===== src/rtl/mw_pkg.sv =====
package mw_pkg;
  typedef enum logic [1:0] {
    MT_UC = 2'b00,
    MT_WC = 2'b01,
    MT_WT = 2'b10,
    MT_WB = 2'b11
  } mtype_e;

  typedef enum logic [1:0] {
    WK_NONE = 2'b00,
    WK_TRIG = 2'b01,
    WK_BRK  = 2'b10
  } wcause_e;

  typedef enum logic {
    ST_IDLE = 1'b0,
    ST_WAIT = 1'b1
  } wstate_e;
endpackage


===== src/rtl/mw_rst_sync.sv =====
module mw_rst_sync (
  input  logic clk,
  input  logic rst_n,
  output logic rst_sync_n
);
  logic [1:0] sync_q;

  always_ff @(posedge clk or negedge rst_n) begin
    if (!rst_n) sync_q <= 2'b00;
    else        sync_q <= {sync_q[0], 1'b1};
  end

  assign rst_sync_n = sync_q[1];
endmodule


===== src/rtl/mw_line_align.sv =====
module mw_line_align #(
  parameter int ADDR_W = 32,
  parameter int LINE_B = 64
) (
  input  logic [ADDR_W-1:0] addr,
  output logic [ADDR_W-1:0] line
);
  localparam logic [ADDR_W-1:0] LOW_MASK = ADDR_W'(LINE_B) - ADDR_W'(1);

  assign line = addr & ~LOW_MASK;
endmodule


===== src/rtl/mw_flag_unit.sv =====
module mw_flag_unit #(
  parameter int ADDR_W = 32
) (
  input  logic              clk,
  input  logic              rst_n,
  input  logic              arm_req,
  input  logic [ADDR_W-1:0] arm_line,
  input  logic              arm_wb,
  input  logic              st_valid,
  input  logic [ADDR_W-1:0] st_line,
  input  logic              st_wb,
  input  logic              consume,
  output logic              pend_now,
  output logic              armed_q,
  output logic              pend_q
);
  logic [ADDR_W-1:0] line_q, line_d;
  logic              armed_d, pend_d, line_en;
  logic [ADDR_W-1:0] eff_line;
  logic              eff_armed, hit;

  always_comb begin
    eff_line  = arm_req ? arm_line : line_q;
    eff_armed = arm_req ? arm_wb   : armed_q;
    hit       = eff_armed & st_valid & st_wb & (st_line == eff_line);
    pend_now  = (arm_req ? 1'b0 : pend_q) | hit;
    line_en   = arm_req;
    line_d    = arm_line;
    if (consume) begin
      armed_d = 1'b0;
      pend_d  = 1'b0;
    end else begin
      armed_d = eff_armed;
      pend_d  = pend_now;
    end
  end

  always_ff @(posedge clk or negedge rst_n) begin
    if (!rst_n) begin
      armed_q <= 1'b0;
      pend_q  <= 1'b0;
    end else begin
      armed_q <= armed_d;
      pend_q  <= pend_d;
    end
  end

  always_ff @(posedge clk or negedge rst_n) begin
    if (!rst_n)       line_q <= '0;
    else if (line_en) line_q <= line_d;
  end
endmodule


===== src/rtl/mw_wait_fsm.sv =====
module mw_wait_fsm
  import mw_pkg::*;
(
  input  logic      clk,
  input  logic      rst_n,
  input  logic      wait_req,
  input  logic      brk_evt,
  input  logic      pend_now,
  output logic      consume,
  output logic      wake_q,
  output wcause_e   cause_q,
  output logic      waiting
);
  wstate_e st_q, st_d;
  wcause_e cause_d;
  logic    fire_trig, fire_brk;

  always_comb begin
    fire_trig = pend_now & (((st_q == ST_IDLE) & wait_req) | (st_q == ST_WAIT));
    fire_brk  = ~fire_trig & (st_q == ST_WAIT) & brk_evt;
    consume   = fire_trig | fire_brk;
    if (consume)                          st_d = ST_IDLE;
    else if ((st_q == ST_IDLE) & wait_req) st_d = ST_WAIT;
    else                                  st_d = st_q;
    if (fire_trig)     cause_d = WK_TRIG;
    else if (fire_brk) cause_d = WK_BRK;
    else               cause_d = WK_NONE;
  end

  always_ff @(posedge clk or negedge rst_n) begin
    if (!rst_n) begin
      st_q    <= ST_IDLE;
      wake_q  <= 1'b0;
      cause_q <= WK_NONE;
    end else begin
      st_q    <= st_d;
      wake_q  <= consume;
      cause_q <= cause_d;
    end
  end

  assign waiting = (st_q == ST_WAIT);
endmodule


===== src/rtl/mw_wake_top.sv =====
module mw_wake_top
  import mw_pkg::*;
#(
  parameter int ADDR_W     = 32,
  parameter int MIN_LINE_B = 32,
  parameter int MAX_LINE_B = 64,
  parameter int SZ_W       = 16
) (
  input  logic              clk,
  input  logic              rst_n,
  input  logic              arm_req,
  input  logic [ADDR_W-1:0] arm_addr,
  input  logic [1:0]        arm_mtype,
  input  logic              st_valid,
  input  logic [ADDR_W-1:0] st_addr,
  input  logic [1:0]        st_mtype,
  input  logic              wait_req,
  input  logic              brk_evt,
  input  logic              pm_evt,
  input  logic              fault_evt,
  output logic              wake,
  output logic [1:0]        wake_cause,
  output logic              waiting,
  output logic [SZ_W-1:0]   min_line_sz,
  output logic [SZ_W-1:0]   max_line_sz
);
  localparam int NADDR = 2;

  logic              rst_sync_n;
  logic [ADDR_W-1:0] raw_addr [NADDR];
  logic [ADDR_W-1:0] algn_addr [NADDR];
  logic              pend_now, consume, armed_q, pend_q;
  wcause_e           cause_q;

  mw_rst_sync u_rst (.clk(clk), .rst_n(rst_n), .rst_sync_n(rst_sync_n));

  assign raw_addr[0] = arm_addr;
  assign raw_addr[1] = st_addr;

  for (genvar g = 0; g < NADDR; g++) begin : g_align
    mw_line_align #(.ADDR_W(ADDR_W), .LINE_B(MAX_LINE_B)) u_align (
      .addr(raw_addr[g]),
      .line(algn_addr[g])
    );
  end

  mw_flag_unit #(.ADDR_W(ADDR_W)) u_flag (
    .clk(clk), .rst_n(rst_sync_n),
    .arm_req(arm_req), .arm_line(algn_addr[0]), .arm_wb(arm_mtype == MT_WB),
    .st_valid(st_valid), .st_line(algn_addr[1]), .st_wb(st_mtype == MT_WB),
    .consume(consume), .pend_now(pend_now), .armed_q(armed_q), .pend_q(pend_q)
  );

  mw_wait_fsm u_fsm (
    .clk(clk), .rst_n(rst_sync_n),
    .wait_req(wait_req), .brk_evt(brk_evt), .pend_now(pend_now),
    .consume(consume), .wake_q(wake), .cause_q(cause_q), .waiting(waiting)
  );

  assign wake_cause  = cause_q;
  assign min_line_sz = SZ_W'(MIN_LINE_B);
  assign max_line_sz = SZ_W'(MAX_LINE_B);
endmodule


===== config.mk =====
export PLATFORM = sky130hd
export DESIGN_NAME = mw_wake_top
export DESIGN_NICKNAME = d
export VERILOG_FILES = /design/src/rtl/mw_pkg.sv /design/src/rtl/mw_rst_sync.sv /design/src/rtl/mw_line_align.sv /design/src/rtl/mw_flag_unit.sv /design/src/rtl/mw_wait_fsm.sv /design/src/rtl/mw_wake_top.sv
export SDC_FILE = /design/constraint.sdc
export NUM_CORES = 1
export LEC_CHECK = 0
export ABC_AREA = 1
export BUFFER_PORTS_ARGS = -buffer_cell sky130_fd_sc_hd__buf_2
export CAP_MARGIN = 15
export CORE_UTILIZATION = 50
export CTS_CLUSTER_DIAMETER = 30
export CTS_CLUSTER_SIZE = 20
export DETAILED_ROUTE_END_ITERATION = 8
export PLACE_DENSITY = 0.87
export SETUP_SLACK_MARGIN = 0.2
export SKIP_LAST_GASP = 1
export SYNTH_ARGS = -nofsm -noshare
export SYNTH_HDL_FRONTEND = slang
export SYNTH_SLANG_ARGS = --single-unit

===== constraint.sdc =====
create_clock -name clk -period 2.5 [get_ports clk]
set_input_delay 0.125 -clock clk [delete_from_list [all_inputs] [get_ports clk]]
set_output_delay 0.125 -clock clk [all_outputs]
set_load 0.02 [all_outputs]

==> summary.txt <==
CTS tree - yes
Filler instances - 415
Number of antenna violations at the first check in global routing - 0
Category of the worst setup path launch point - input pin
Detailed-placement wirelength estimate - 3500 um
First-pass GRT wire length - 7920 um
Final routed wire length divided by cell count - 10.0 um
Distinct cell type count of the synthesized netlist - 20
Sort of element at the end of the critical path - flop
Most prevalent standard cell on the critical path - sky130_fd_sc_hd__nand2_1
Combinational Power Share - 19.6%
RePlAce Congestion - 0.762
Count of endpoints failing hold in the final timing report - 0
DRC violation total after the first TritonRoute iteration - 103
Max Slew Vio Count - 0
Synth Register Bits - 40
Area fraction of the dominant cell type after synthesis - 41.9%
Post-layout nets - 479
Vertical die dimension - 71.1 um
Fraction of layout cells with a size suffix above 1 - 21.0%
Number of post-CTS setup repair buffers - 0
Synthesis-to-finish area growth - 13.6%
Slew of the pin with the lowest slew margin - 0.556 ns
Async set-or-reset flop fraction in the synthesized netlist - 100%
Synthesized cell area - 0.00239 mm^2
Switching share of power - 28.3%
Root Driver - sky130_fd_sc_hd__clkbuf_8
Area inside the core boundary - 0.00447 mm^2
Area of the die - 0.00506 mm^2
Via density - 4.46
Post-synth EDFFs - 0
Worst voltage drop across the vdd grid - 0.396 mV
Library cell occupying the most area in the post-synthesis netlist - sky130_fd_sc_hd__dfrtp_1
DRC viols - 4
Count of buffers from port buffering - 65
Maximum number of buffers from clock root to sink - 2
CP Class - in -> reg
Cell row count - 24
Net switching power - 0.430 mW
Clock power frac - 33.9%
Max-cap check violation count - 0
Standby leakage power - 1.71 nW
Top fanout value on the critical path - 33
Total number of cells along the worst setup path - 15
Violated checks - DRC
Worst clock skew on the final layout - 0.00394 ns
Initial cell density of the core - 53.4%
Clock input transition at the sequential cells of the worst setup and hold paths - 0.08 ns
Share of power burned in registers - 46.5%
Sum Neg Setup Slack - 0 ns
Total Wirelength - 4570 um
Minimum clock period after layout - 1.70 ns
Worst path max stage delay - 0.45 ns
Worst r2r path cells - 14
Critical path, cell by cell - buf_2 -> inv_2 -> nand2_1 -> nand2_2 -> nand2_1 -> nand2_1 -> nand2_1 -> nor2_1 -> nand2_1 -> nor2_1 -> nand2_1 -> nand2_2 -> nand2_2 -> nand2_2 -> nor2_1
CTS Buf Count - 5
Path type of the worst min-delay path - in -> reg
Register-to-Register Setup Slack - 0.99 ns
Number of I/O pins - 112
Via Count - 2033
Part of the Yosys area used for sequential elements - 41.9%
Post-synthesis instance total - 336
Endpoint required time on the critical path - 2.67 ns
All-Layer GR Usage - 19.9%
Synth cell count leaders - sky130_fd_sc_hd__nand2_1, sky130_fd_sc_hd__inv_1, sky130_fd_sc_hd__dfrtp_1, sky130_fd_sc_hd__buf_4, sky130_fd_sc_hd__nand3_1
Remaining global-route overflow - 0
Post-route fraction of the period consumed by the critical path - 68.0%
Routed Antenna Nets - 0
Die Wd - 71.1 um
Highest clock frequency the design can meet - 0.588 GHz
Int Power - 1.09 mW
Primary flip-flop cell chosen by synthesis mapping - sky130_fd_sc_hd__dfrtp_1
Largest cells by area after synthesis - sky130_fd_sc_hd__dfrtp_1, sky130_fd_sc_hd__nand2_1, sky130_fd_sc_hd__buf_4
Outcome - complete, but fails checks
Maximum number of pins on one net before global-route repair - 39
Number of buffer and inverter instances along the worst setup path - 2
Number of cells traversed by the worst hold path - 3
Number of synthesis warnings - 0
Library cell with the highest instance count after synthesis - sky130_fd_sc_hd__nand2_1
Endpoints failing setup - 0
Arrival time of the worst setup path - 1.87 ns
Pwr per Cell Area - 561 mW/mm^2
Antenna cell count - 0
RSZ-0062 raised after global routing - no
Clock sinks - 40
Avg Cell Area, Syn - 7.11 um^2
Number of detailed-route iterations in the first pass - 7
Deepest level of the CTS H-tree - 2
Slowest CP cell - sky130_fd_sc_hd__inv_2
Max-slew headroom at the worst pin - 62.9%
Cell family with the largest share of critical-path delay - simple AND/OR/NAND/NOR gates
Later-pin clock latency in the skew report - 0.28 ns
Core occupancy in the finished layout - 60.6%
Via count of the first global-routing pass - 1935
-- tightest hold or removal path, delay by kind of cell --
family | cells | cell delay [ns]
simple gates | 2 | 0.12
buf+inv | 1 | 0.08
-- logic make-up (layout without fill, tap and decap cells) --
logic type	Yosys count	after routing	synth area share (%)
AO/OA/AOI/OAI	6	6	1.36
other	2	33	0.315
flip-flops	40	40	41.9
buffers and inverters	85	122	20.4
AND/OR/NAND/NOR	202	202	35.6
XOR/XNOR	1	1	0.367
-- final timing paths --
| check | from | end |
|---|---|---|
| hold / removal | arm_addr[15] | u_flag.line_q[15] |
| max in group asynchronous | u_rst.sync_q[1] | u_flag.line_q[26] |
| hold reg to reg | u_rst.sync_q[1] | u_fsm.cause_q[0] |
| min in group asynchronous | rst_n | u_rst.sync_q[0] |
| setup / recovery | arm_req | u_flag.armed_q |
| setup reg to reg | u_flag.line_q[17] | u_flag.armed_q |
-- cell usage in the layout, fill, tap and decap left out, types with 2 or more instances in the layout --
cell type                  count
sky130_fd_sc_hd__buf_2        65
sky130_fd_sc_hd__buf_4         2
sky130_fd_sc_hd__clkbuf_8      5
sky130_fd_sc_hd__conb_1       33
sky130_fd_sc_hd__dfrtp_1      40
sky130_fd_sc_hd__inv_1        45
sky130_fd_sc_hd__nand2_1     142
sky130_fd_sc_hd__nand2_2      10
sky130_fd_sc_hd__nand3_1      19
sky130_fd_sc_hd__nand3b_1     10
sky130_fd_sc_hd__nand4_1       2
sky130_fd_sc_hd__nor2_1       18
sky130_fd_sc_hd__o21ai_0       2
sky130_fd_sc_hd__o21ai_1       2
-- power by group through the flow --
stage                     Clock (mW)  Combinational (mW)  Sequential (mW)
after floorplan                    0               0.239            0.732
final                          0.516               0.299            0.707
after CTS                      0.532               0.301            0.707
after global routing           0.558               0.342            0.712
after detailed placement           0               0.299            0.720
after global placement             0               0.290            0.718
-- timing repair --
| item | in CTS | in global routing |
|---|---|---|
| hold buffers | 1 | 0 |
| endpoints found under the hold margin | 2 | 0 |
| resized for setup | 0 | 0 |
-- per-layer routing --
layer	share of wire, %	routed length [um]	vias up	global-route usage (%)
met5	0	0	-	0
met3	4.3	195	2	4.70
met4	0.31	14	0	4.22
li1	-	-	1069	-
met1	44	2030	911	23.9
met2	51	2340	51	36.2
-- sequential cells by signal (all words and copies together), names as in the netlist --
| register | count |
|---|---|
| u_flag.line_q | 32 |
| u_flag.armed_q | 1 |
| u_fsm.wake_q | 1 |
| u_fsm.cause_q | 2 |
| u_fsm.waiting | 1 |
| u_rst.sync_q | 2 |
| u_flag.pend_q | 1 |
-- through the flow --
stage          std cells  setup WS, ns  instance area, um^2  hold WS (ns)  total power [mW]
2_1_floorplan        367          1.22                 2500        -0.171             0.971
3_3_place_gp         447         0.529                 2590       -0.0900              1.01
6_report             456         0.800                 2710        0.0746              1.52
5_1_grt              456         0.533                 2710        0.0732              1.61
4_1_cts              456         0.780                 2710        0.0647              1.54
3_5_place_dp         447         0.475                 2590       -0.0872              1.02
-- area by class of cell --
cell class	count	area [um^2]	area share, %
clock buffer	6	72.6	2.68
clock inverter	2	35.0	1.29
inverter	46	173	6.37
multi-input combinational	242	1020	37.5
sequential	40	1000	36.9
tap	52	65.1	2.40
timing repair buffer	68	350	12.9
Power figures use the tool's default switching activity.
